### src/rtl/ir_learn_pkg.sv
`timescale 1ns/1ps
package ir_learn_pkg;

    localparam int DATA_W  = 8;
    localparam int DIG_MAX = 9;

    typedef enum logic [4:0] {
        S_IDLE,
        S_FLASH_RED,
        S_FLASH_GRN,
        S_GET_TENS,
        S_ACK_TENS,
        S_GET_ONES,
        S_WR_DELAY,
        S_WT_DELAY,
        S_ACK_ONES,
        S_GET_KEY,
        S_WR_ADR,
        S_WT_ADR,
        S_WR_CMD,
        S_WT_CMD,
        S_RELOAD,
        S_ACK_KEY,
        S_FINISH
    } learn_state_t;

    typedef enum logic [1:0] {
        SLOT_DELAY = 2'd0,
        SLOT_KADR  = 2'd1,
        SLOT_KCMD  = 2'd2
    } store_slot_t;

endpackage

### src/rtl/ms_timer.sv
`timescale 1ns/1ps
module ms_timer #(
    parameter int W = 8
) (
    input  logic         clk,
    input  logic         rst_n,
    input  logic         load,
    input  logic [W-1:0] load_val,
    input  logic         tick,
    output logic         expire
);

    logic [W-1:0] cnt;

    always_ff @(posedge clk or negedge rst_n) begin
        if (!rst_n) begin
            cnt <= '0;
        end else if (load) begin
            cnt <= load_val;
        end else if (tick && cnt != '0) begin
            cnt <= cnt - 1'b1;
        end
    end

    assign expire = tick && (cnt == W'(1));


    timer_drain_chk: assert property (@(posedge clk) disable iff (!rst_n)
        (expire && !load) |=> (cnt == '0));

endmodule

### src/rtl/idle_wd.sv
`timescale 1ns/1ps
module idle_wd #(
    parameter int SLICE_MS = 262,
    parameter int SLICES   = 19
) (
    input  logic clk,
    input  logic rst_n,
    input  logic tick,
    input  logic arm,
    input  logic hold,
    output logic expire
);

    localparam int TW = $clog2(SLICE_MS + 1);
    localparam int NW = $clog2(SLICES + 1);

    logic [TW-1:0] tcnt;
    logic [NW-1:0] scnt;
    logic          slice_end;

    assign slice_end = (tcnt == TW'(SLICE_MS - 1));

    always_ff @(posedge clk or negedge rst_n) begin
        if (!rst_n) begin
            tcnt <= '0;
            scnt <= '0;
        end else if (!arm || hold) begin
            tcnt <= '0;
            scnt <= '0;
        end else if (tick) begin
            if (slice_end) begin
                tcnt <= '0;
                scnt <= scnt + 1'b1;
            end else begin
                tcnt <= tcnt + 1'b1;
            end
        end
    end

    assign expire = arm && !hold && tick && slice_end && (scnt == NW'(SLICES - 1));


    slice_range_chk: assert property (@(posedge clk) disable iff (!rst_n)
        arm |-> (scnt < NW'(SLICES)));


    hold_restart_chk: assert property (@(posedge clk) disable iff (!rst_n)
        hold |=> !expire);

endmodule

### src/rtl/frame_check.sv
`timescale 1ns/1ps
module frame_check
    import ir_learn_pkg::*;
#(
    parameter int CMD_W = 8
) (
    input  logic [CMD_W-1:0] cmd,
    input  logic [CMD_W-1:0] prev_cmd,
    output logic [CMD_W-2:0] masked,
    output logic             is_digit,
    output logic             is_key,
    output logic             changed
);

    assign masked   = cmd[CMD_W-2:0];
    assign is_digit = (masked <= (CMD_W-1)'(DIG_MAX));
    assign is_key   = !is_digit;
    assign changed  = (cmd != prev_cmd);

endmodule

### src/rtl/ten_mult.sv
`timescale 1ns/1ps
module ten_mult
    import ir_learn_pkg::*;
(
    input  logic [3:0]        digit,
    output logic [DATA_W-1:0] prod
);

    logic [DATA_W-1:0] d_ext;

    assign d_ext = DATA_W'(digit);
    assign prod  = (d_ext << 3) + d_ext + d_ext;


    always_comb begin
        times10_chk: assert (digit > 4'd9 || int'(prod) == int'(digit) * 10);
    end

endmodule

### src/rtl/ir_learn_seq.sv
`timescale 1ns/1ps
module ir_learn_seq
    import ir_learn_pkg::*;
#(
    parameter int CMD_W       = 8,
    parameter int ADDR_W      = 5,
    parameter int FLASH_MS    = 250,
    parameter int FLASH_PAIRS = 4,
    parameter int SLICE_MS    = 262,
    parameter int SLICES      = 19
) (
    input  logic              clk,
    input  logic              rst_n,
    input  logic              tick_ms,
    input  logic              prog_req,
    input  logic              ir_active,
    input  logic              frm_valid,
    input  logic              frm_bad,
    input  logic [ADDR_W-1:0] frm_addr,
    input  logic [CMD_W-1:0]  frm_cmd,
    input  logic              st_busy,
    output logic              led_red,
    output logic              led_grn,
    output logic              st_wr,
    output logic [1:0]        st_addr,
    output logic [7:0]        st_wdata,
    output logic              reload_req,
    output logic              keycnt_clr,
    output logic              in_prog
);

    localparam int TW = $clog2(FLASH_MS + 1);
    localparam int PW = $clog2(FLASH_PAIRS + 1);

    learn_state_t state, state_nx;

    logic [PW-1:0]     pairs;
    logic [CMD_W-1:0]  prev_cmd;
    logic [DATA_W-1:0] tens10;
    logic [DATA_W-1:0] delay_val;
    logic [ADDR_W-1:0] key_addr;
    logic [CMD_W-2:0]  key_cmd;

    logic              t_load, t_exp;
    logic              wd_arm, wd_exp;
    logic [CMD_W-2:0]  masked;
    logic              is_digit, is_key, changed;
    logic [DATA_W-1:0] tens_prod;
    logic              frm_ok, tens_ok, ones_ok, key_ok;

    frame_check #(.CMD_W(CMD_W)) u_chk (
        .cmd      (frm_cmd),
        .prev_cmd (prev_cmd),
        .masked   (masked),
        .is_digit (is_digit),
        .is_key   (is_key),
        .changed  (changed)
    );

    ten_mult u_mul (
        .digit (masked[3:0]),
        .prod  (tens_prod)
    );

    ms_timer #(.W(TW)) u_tmr (
        .clk      (clk),
        .rst_n    (rst_n),
        .load     (t_load),
        .load_val (TW'(FLASH_MS)),
        .tick     (tick_ms),
        .expire   (t_exp)
    );

    idle_wd #(.SLICE_MS(SLICE_MS), .SLICES(SLICES)) u_wd (
        .clk    (clk),
        .rst_n  (rst_n),
        .tick   (tick_ms),
        .arm    (wd_arm),
        .hold   (ir_active),
        .expire (wd_exp)
    );

    assign frm_ok  = frm_valid && !frm_bad;
    assign tens_ok = (state == S_GET_TENS) && frm_ok && is_digit;
    assign ones_ok = (state == S_GET_ONES) && frm_ok && changed && is_digit;
    assign key_ok  = (state == S_GET_KEY)  && frm_ok && changed && is_key;
    assign wd_arm  = (state == S_GET_TENS) || (state == S_GET_ONES) || (state == S_GET_KEY);
    assign t_load  = (state_nx != state);

    // next-state decision
    always_comb begin
        state_nx = state;
        unique case (state)
            S_IDLE:      if (prog_req) state_nx = S_FLASH_RED;
            S_FLASH_RED: if (t_exp) state_nx = S_FLASH_GRN;
            S_FLASH_GRN: if (t_exp) state_nx = (pairs == PW'(FLASH_PAIRS - 1)) ? S_GET_TENS : S_FLASH_RED;
            S_GET_TENS: begin
                if (wd_exp)       state_nx = S_FINISH;
                else if (tens_ok) state_nx = S_ACK_TENS;
            end
            S_ACK_TENS:  if (t_exp) state_nx = S_GET_ONES;
            S_GET_ONES: begin
                if (wd_exp)       state_nx = S_FINISH;
                else if (ones_ok) state_nx = S_WR_DELAY;
            end
            S_WR_DELAY:  state_nx = S_WT_DELAY;
            S_WT_DELAY:  if (!st_busy) state_nx = S_ACK_ONES;
            S_ACK_ONES:  if (t_exp) state_nx = S_GET_KEY;
            S_GET_KEY: begin
                if (wd_exp)      state_nx = S_FINISH;
                else if (key_ok) state_nx = S_WR_ADR;
            end
            S_WR_ADR:    state_nx = S_WT_ADR;
            S_WT_ADR:    if (!st_busy) state_nx = S_WR_CMD;
            S_WR_CMD:    state_nx = S_WT_CMD;
            S_WT_CMD:    if (!st_busy) state_nx = S_RELOAD;
            S_RELOAD:    state_nx = S_ACK_KEY;
            S_ACK_KEY:   if (t_exp) state_nx = S_FINISH;
            S_FINISH:    state_nx = S_IDLE;
            default:     state_nx = S_IDLE;
        endcase
    end

    // state register
    always_ff @(posedge clk or negedge rst_n) begin
        if (!rst_n) state <= S_IDLE;
        else        state <= state_nx;
    end

    // learned data and flash pair count
    always_ff @(posedge clk or negedge rst_n) begin
        if (!rst_n) begin
            pairs     <= '0;
            prev_cmd  <= '0;
            tens10    <= '0;
            delay_val <= '0;
            key_addr  <= '0;
            key_cmd   <= '0;
        end else begin
            if (state == S_IDLE) begin
                pairs <= '0;
            end else if (state == S_FLASH_GRN && t_exp) begin
                pairs <= pairs + 1'b1;
            end
            if (tens_ok) begin
                tens10   <= tens_prod;
                prev_cmd <= frm_cmd;
            end
            if (ones_ok) begin
                delay_val <= tens10 + DATA_W'(masked[3:0]);
                prev_cmd  <= frm_cmd;
            end
            if (key_ok) begin
                key_addr <= frm_addr;
                key_cmd  <= masked;
                prev_cmd <= frm_cmd;
            end
        end
    end

    // outputs
    always_comb begin
        led_red    = 1'b0;
        led_grn    = 1'b0;
        st_wr      = 1'b0;
        st_addr    = SLOT_DELAY;
        st_wdata   = delay_val;
        reload_req = 1'b0;
        keycnt_clr = 1'b0;
        in_prog    = (state != S_IDLE);
        unique case (state)
            S_FLASH_RED: led_red = 1'b1;
            S_FLASH_GRN, S_ACK_TENS, S_ACK_ONES, S_ACK_KEY: led_grn = 1'b1;
            S_WR_DELAY: begin
                st_wr    = 1'b1;
                st_addr  = SLOT_DELAY;
                st_wdata = delay_val;
            end
            S_WR_ADR, S_WT_ADR: begin
                st_wr    = (state == S_WR_ADR);
                st_addr  = SLOT_KADR;
                st_wdata = DATA_W'(key_addr);
            end
            S_WR_CMD, S_WT_CMD: begin
                st_wr    = (state == S_WR_CMD);
                st_addr  = SLOT_KCMD;
                st_wdata = DATA_W'(key_cmd);
            end
            S_RELOAD:   reload_req = 1'b1;
            S_FINISH:   keycnt_clr = 1'b1;
            default: ;
        endcase
    end


    wr_single_chk: assert property (@(posedge clk) disable iff (!rst_n)
        st_wr |=> !st_wr);


    wr_idle_chk: assert property (@(posedge clk) disable iff (!rst_n)
        st_wr |-> !st_busy);


    reload_ack_chk: assert property (@(posedge clk) disable iff (!rst_n)
        reload_req |=> (led_grn && !reload_req));


    clr_exit_chk: assert property (@(posedge clk) disable iff (!rst_n)
        keycnt_clr |=> !in_prog);


    ack_ignore_chk: assert property (@(posedge clk) disable iff (!rst_n)
        (led_grn && frm_valid) |=> $stable(prev_cmd));


    led_excl_chk: assert property (@(posedge clk) disable iff (!rst_n)
        !(led_red && led_grn));

endmodule

### config.mk
export PLATFORM = sky130hd
export DESIGN_NAME = ir_learn_seq
export DESIGN_NICKNAME = d
export VERILOG_FILES = /design/src/rtl/ir_learn_pkg.sv /design/src/rtl/ms_timer.sv /design/src/rtl/idle_wd.sv /design/src/rtl/frame_check.sv /design/src/rtl/ten_mult.sv /design/src/rtl/ir_learn_seq.sv
export SDC_FILE = /design/constraint.sdc
export NUM_CORES = 1
export LEC_CHECK = 0
export BUFFER_PORTS_ARGS = -buffer_cell sky130_fd_sc_hd__buf_2
export CORE_UTILIZATION = 46
export CTS_BUF_LIST = sky130_fd_sc_hd__clkbuf_8
export DETAILED_ROUTE_END_ITERATION = 7
export PLACE_DENSITY = 0.69
export SLEW_MARGIN = 20
export SYNTH_ARGS = -nofsm -noshare
export SYNTH_HDL_FRONTEND = slang
export SYNTH_HIERARCHICAL = 1
export SYNTH_SLANG_ARGS = --single-unit
### constraint.sdc
create_clock -name clk -period 4.1 [get_ports clk]
set_clock_uncertainty 0.15 [all_clocks]
set_input_delay 0.82 -clock clk [delete_from_list [all_inputs] [get_ports clk]]
set_output_delay 0.82 -clock clk [all_outputs]
set_load 0.02 [all_outputs]
======== After elaboration in Yosys (flattened, before gate mapping) ========
Cells that the tools add are included.
word-level totals
  flip-flop bits (word level) ............. 66
operators by class
  reductions and logical operators ........ 35
  add/subtract/negate cells ............... 7
  eq/ne operators ......................... 22
  magnitude comparators ................... 1
  mux-type cells .......................... 37
operator list
  kind                 number
  $mux 5               18
  $pmux 5 s16          1
  $eq 5x4->1 const B   8
  $mux 8               5
  $mux 9               3
  $eq 5x3->1 const B   4
  $add 8x4->8          2
  $logic_and 1x1->1    16
  $pmux 8 s2           1
  $eq 5x2->1 const B   2
  $eq 5x5->1 const B   2
  $add 9x1->9 const B  1
  $eq 9x9->1 const B   1
  $add 7x4->8          1
  $eq 8x1->1 const B   1
  $ne 8x8->1           1
  $reduce_bool 2->1    4
  $reduce_bool 8->1    1
  $sub 8x1->8 const B  1
  $le 7x4->1 const B   1
  $mux 3               2
  $add 5x1->5 const B  1
  $eq 5x1->1 const B   1
  $logic_not 5->1      1
  other kinds (14)     23

======== Logic depth before layout (Yosys ltp) ========
  depth after elaboration ................. 11
  gate-level depth with buffers ........... 18
  mapped depth without buffers ............ 14

======== Hierarchy ========
The synthesis kept the hierarchy.
by module, submodules not included
  module        times used  area an instance (µm²)  cells an instance
  ir_learn_seq  1           2,720.1                 275
  idle_wd       1           830.8                   84
  ms_timer      1           590.6                   66
  frame_check   1           156.4                   22
  ten_mult      1           135.1                   19

======== Least setup slack after synthesis ========
OpenSTA, ideal clock, no wires.
  path type ............................... reg2reg
  start point ............................. register state[3]
  end point ............................... register u_tmr.cnt[1]
  setup time .............................. 0.137 ns
  slack ................................... 0.563 ns
  buffers on the path ..................... 4
  period minus slack after synthesis ...... 3.537 ns
  cell stages (with the launch flop) ...... 19
  arrival ................................. 3.250 ns
  data required time ...................... 3.813 ns
  cell sequence ........................... dfrtp_1 > buf_4 > buf_2 > buf_4 > xor2_1 > o21ai_0 > nor2_1 > or2b_2 > nor3b_1 > and4b_1 > nor2b_1 > or2b_1 > o211a_2 > a31oi_1 > o211ai_2 > clkbuf_1 > nor2_1 > o211ai_1 > o311ai_1
between the ends
  longest elaborated chain between the ends .. 11
  elaborated cells between the ends (all ways) .. 49
RTL lines
  what                                                RTL line                                                      source
  start, declared                                     ir_learn_seq.sv:35                                            learn_state_t state, state_nx;
  start signal, assigned                              ir_learn_seq.sv:127                                           else state <= state_nx;
  $eq 5x2->1 / $eq 5x3->1 (equally long branches)     ir_learn_seq.sv:87                                            assign wd_arm = (state == S_GET_TENS) || (state == S_GET_ONES) || (state == S_GET_KEY);
  $logic_or 1x1->1                                    ir_learn_seq.sv:87
  $logic_or 1x1->1 (*)                                ir_learn_seq.sv:87
  named net wd_arm                                    ir_learn_seq.sv:45                                            logic wd_arm, wd_exp;
  $logic_and 1x1->1 (*) (4 in series)                 idle_wd.sv:40                                                 assign expire = arm && !hold && tick && slice_end && (scnt == NW'(SLICES - 1));
  named net wd_exp                                    ir_learn_seq.sv:45
  $mux 5, on equally long branches                    ir_learn_seq.sv:110, ir_learn_seq.sv:98, ir_learn_seq.sv:103
  $pmux 5 s16 (*)                                     ir_learn_seq.sv:93                                            unique case (state)
  $ne 5x5->1 (*)                                      ir_learn_seq.sv:88                                            assign t_load = (state_nx != state);
  named net t_load                                    ir_learn_seq.sv:44                                            logic t_load, t_exp;
  $mux 8 / $reduce_bool 2->1 (equally long branches)  -
  end signal, assigned                                ms_timer.sv:19                                                cnt <= load_val;
  end signal, assigned                                ms_timer.sv:21                                                cnt <= cnt - 1'b1;
  end, declared                                       ms_timer.sv:13                                                logic [W-1:0] cnt;
Mark *: on every way through the listed nets, which the timed path passes. The rest lies on a longest branch.
A chain may end at the register's enable or synchronous reset.

======== Worst setup path after layout ========
  start point ............................. register state[2]
  end point ............................... register u_tmr.cnt[0]
Same word-level chain as after synthesis.

==> tab_implementation.tex <==
\begin{tabular}{lr}
\hline
Metric & Value \\
\hline
\multicolumn{2}{l}{\textbf{CTS}} \\
\quad Clock buffer count from CTS & 9 \\
\quad Buffer type at the clock tree root & sky130\_fd\_sc\_hd\_\_clkbuf\_8 \\
\quad Worst skew pair latency & $\sim$0.35 ns \\
\quad Number of levels the H-tree was split into & 3 \\
\quad Resize count post-CTS & 0 \\
\quad Clk slew on worst S/H paths & roughly 0.080 ns \\
\quad CTS tree & yes \\
\quad CTS Hold Buffers Added & 0 \\
\quad Max clock buf depth & 2 \\
\quad Number of setup buffers added after CTS & 0 \\
\quad Sink count of the clock tree & 66 \\
\multicolumn{2}{l}{\textbf{Critical path}} \\
\quad CP max FO & 14 \\
\quad Critical Path Start Type & flip-flop \\
\quad Crit path arrival time & around 3.8 ns \\
\quad FF-to-FF path depth & 15 \\
\quad FF-to-FF setup slack & 0.35 ns \\
\quad Critical Path Sink Type & flip-flop \\
\quad Critical path class & flip-flop to flip-flop \\
\quad Data required time at the worst endpoint & between 4 and 5 ns \\
\quad Worst R2R Start & state[2] \\
\quad Worst r2r dst & u\_tmr/cnt[0] \\
\multicolumn{2}{l}{\textbf{Yosys}} \\
\quad Number of flops mapped to enable cells by yosys & 0 \\
\quad Top post-synthesis cells by area & sky130\_fd\_sc\_hd\_\_dfrtp\_1 (37\%), sky130\_fd\_sc\_hd\_\_mux2\_1 (4.8\%), sky130\_fd\_sc\_hd\_\_ha\_1 (4.2\%) \\
\quad Most area-hungry cell type in the Yosys netlist & sky130\_fd\_sc\_hd\_\_dfrtp\_1 \\
\quad Async set or reset register ratio after synthesis & 1.00 \\
\quad Sequential element share of the synthesized area & 0.373 \\
\quad Count of mapped cells out of synthesis & around 470 \\
\quad Most used flip-flop cell after synthesis & sky130\_fd\_sc\_hd\_\_dfrtp\_1 \\
\quad Synthesized area per cell & 9.51 µm² \\
\quad Warnings from Yosys & 6 \\
\quad Number of distinct library cells after synthesis & 82 \\
\quad Yosys top cell area share & 0.373 \\
\quad Post-synth design cell area & between 4000 and 5000 µm² \\
\quad Number of register bits inferred by synthesis & 66 \\
\multicolumn{2}{l}{\textbf{Floorplanning}} \\
\quad Die boundary width & approximately 100 µm \\
\quad Vert. Die Dim & 100 µm \\
\quad Std cell rows & 35 \\
\quad Core region area & 9280 µm² \\
\quad Die Outline Area & $\sim$10,000 µm² \\
\quad Effective utilization at floorplan & 0.477 \\
\quad I/O pin total & 37 \\
\multicolumn{2}{l}{\textbf{GRT}} \\
\quad Number of global-route vias before repair & 3,367 \\
\quad All-Layer GR Usage & 0.205 \\
\quad Largest net degree at the start of global routing & 46 \\
\quad Initial antenna violation count & 0 \\
\quad Total overflow reported by the global router & 0 \\
\quad First-pass GRT wire length & between 15 and 20 mm \\
\multicolumn{2}{l}{\textbf{STA}} \\
\quad Setup repair after global routing missed its margin & no \\
\quad Tightest Pin Transition & between 0.5 and 0.6 ns \\
\quad Final hold viol count & 0 \\
\quad Aggregate negative setup slack & 0 ns \\
\quad Number of failing setup endpoints in the final timing report & 0 \\
\quad Slew Viols, Final & 0 \\
\quad Final period util & 0.915 \\
\quad Smallest setup slack after layout & around 0.35 ns \\
\quad Fmax & 0.267 GHz \\
\quad Worst hold-check slack & $\sim$0.32 ns \\
\quad Slew headroom & 0.609 \\
\quad Min cycle time layout & approximately 3.8 ns \\
\multicolumn{2}{l}{\textbf{Placement}} \\
\quad Global placement routability congestion & about 0.85 \\
\quad Worst slack at placement & 0.381 ns \\
\quad Instance area after placement & around 4700 µm² \\
\quad Port Buffers & 36 \\
\quad HPWL after detailed placement & 6.85 mm \\
\multicolumn{2}{l}{\textbf{Layout}} \\
\quad Filler cell count in the final layout & roughly 910 \\
\quad Commonest non-fill, non-tap cells in the layout & sky130\_fd\_sc\_hd\_\_dfrtp\_1 (66), sky130\_fd\_sc\_hd\_\_nand2\_1 (49), sky130\_fd\_sc\_hd\_\_buf\_2 (35), sky130\_fd\_sc\_hd\_\_inv\_1 (21), sky130\_fd\_sc\_hd\_\_mux2\_1 (19) \\
\quad P\&R area growth vs syn & 10.3\% \\
\quad Fraction of layout cells with a size suffix above 1 & 0.181 \\
\quad Post-layout nets & between 500 and 600 \\
\quad Commonest non-fill, non-tap cell in the layout & sky130\_fd\_sc\_hd\_\_dfrtp\_1 \\
\quad Antenna diode instance count & 0 \\
\quad Total area of sequential cells & approximately 1700 µm² \\
\quad Final instance area & a little under 5000 µm² \\
\quad Area occupied by multi-input gates & 2510 µm² \\
\multicolumn{2}{l}{\textbf{Power and ir drop}} \\
\quad Cell internal power dissipation & about 0.0016 W \\
\quad Sequential Power Share & 0.346 \\
\quad Static Leak & around 2.1 nW \\
\quad Portion of total power attributed to combinational logic & 0.445 \\
\quad Power dissipated by switching net loads & 0.00115 W \\
\quad Peak supply drop & 0.255 mV \\
\quad Proportion of power drawn by the clock network & 0.210 \\
\quad Power per cell area & approximately 570 nW/µm² \\
\quad Net switching share of the total power & 0.414 \\
\multicolumn{2}{l}{\textbf{Detailed routing}} \\
\quad Post-route DRC violation count & 0 \\
\quad Wire per inst & 15.1 µm \\
\quad WL final & roughly 9.5 mm \\
\quad Antenna-violating nets left & 0 \\
\quad DRC marker count from the first detailed-route iteration & between 150 and 200 \\
\quad Count of TritonRoute iterations in the first routing pass & 6 \\
\quad Via count normalized by instance count & 5.61 \\
\quad Vias after detailed routing & between 3k and 4k \\
\multicolumn{2}{l}{\textbf{Outcome}} \\
\quad Status & completed \\
\multicolumn{2}{l}{\textbf{Hold path}} \\
\quad Worst hold path type & primary input to asynchronous set/reset pin \\
\multicolumn{2}{l}{\textbf{Job}} \\
\quad Max-cap check violation count & 0 \\
\hline
\end{tabular}
-- area by class of cell --
type / instances / area share
tap: 129 / 0.0330
inverter: 23 / 0.0177
timing repair buffer: 47 / 0.0542
multi-input combinational: 352 / 0.514
clock buffer: 11 / 0.0310
clock inverter: 5 / 0.0128
sequential: 66 / 0.338
-- stage by stage --
step | utilization | cells | total power, W
after global routing | 0.527 | 633 | 0.00298
after CTS | 0.527 | 633 | 0.00279
after global placement | 0.504 | 617 | 0.00216
final | 0.527 | 633 | 0.00278
after floorplan | - | 472 | 0.00190
after detailed placement | 0.504 | 617 | 0.00220
-- cell families after synthesis --
group           after synthesis  share of synthesized area
other cells                   3                    0.00254
mux                          30                     0.0759
flops                        66                      0.373
fa+ha+maj                    17                     0.0514
compound gates              103                      0.159
buf+inv                      54                     0.0658
xor+xnor                     20                     0.0395
simple gates                173                      0.234
-- cell usage after synthesis, drive strengths merged (5+ instances only) --
library cell and number:
or4 9, buf 27, a22oi 6, nor3 12, o21ai 26, nand3 17
o211ai 8, mux2 29, nor2b 7, a21oi 16, nand2b 8, ha 15
xnor2 5, nor3b 7, xor2 15, inv 22, o31ai 6, dfrtp 66
nand4 9, nand2 49, and3 5, nor2 17, a31oi 7
-- sequential cells by signal, indices dropped and copies added, names as in the netlist --
signal,count
u_wd/tcnt,9
prev_cmd,8
delay_val,8
u_wd/scnt,5
key_addr,5
pairs,3
state,5
key_cmd,7
u_tmr/cnt,8
tens10,8
-- critical path: stages, from the launching register on --
cell and delay, ns:
sky130_fd_sc_hd__dfrtp_1 0.41, sky130_fd_sc_hd__xor2_1 0.21, sky130_fd_sc_hd__o21ai_0 0.12, sky130_fd_sc_hd__nor2_1 0.21, sky130_fd_sc_hd__or2b_2 0.43, sky130_fd_sc_hd__nor3b_1 0.23, sky130_fd_sc_hd__and4b_1 0.37, sky130_fd_sc_hd__nor2b_1 0.12
sky130_fd_sc_hd__or2b_1 0.17, sky130_fd_sc_hd__o211a_2 0.19, sky130_fd_sc_hd__a31oi_1 0.10, sky130_fd_sc_hd__o211ai_2 0.17, sky130_fd_sc_hd__buf_4 0.21, sky130_fd_sc_hd__clkinv_1 0.24, sky130_fd_sc_hd__o2111ai_1 0.18, sky130_fd_sc_hd__o211ai_1 0.12
-- per-layer routing --
metal  vias up  GRT usage  routed length (µm)
met5         -          0                   0
met4         0     0.0814                 198
met3        18     0.0369                 322
met2        57      0.327                4520
met1      1717      0.275                4510
li1       1759          -                   -
-- power groups by stage --
stage	clock network, W	logic [W]	registers [W]
6_report	0.000583	0.00124	0.000961
5_1_grt	0.000629	0.00137	0.000981
4_1_cts	0.000598	0.00124	0.000961
3_5_place_dp	0	0.00123	0.000973
3_3_place_gp	0	0.00120	0.000966
2_1_floorplan	0	0.000972	0.000930
-- worst max-delay path by stage --
stage | depth (start not counted) | from | to | slack [ns]
after floorplan | 18 | state[3] | u_tmr/cnt[1] | 0.56
after global placement | 13 | frm_cmd[2] | u_tmr/cnt[0] | 0.54
after detailed placement | 15 | state[2] | u_tmr/cnt[0] | 0.38
after CTS | 15 | state[2] | u_tmr/cnt[0] | 0.35
after global routing | 15 | state[2] | u_tmr/cnt[0] | 0.13
final | 15 | state[2] | u_tmr/cnt[0] | 0.35
Note: power is estimated with default switching activity, not from simulation.
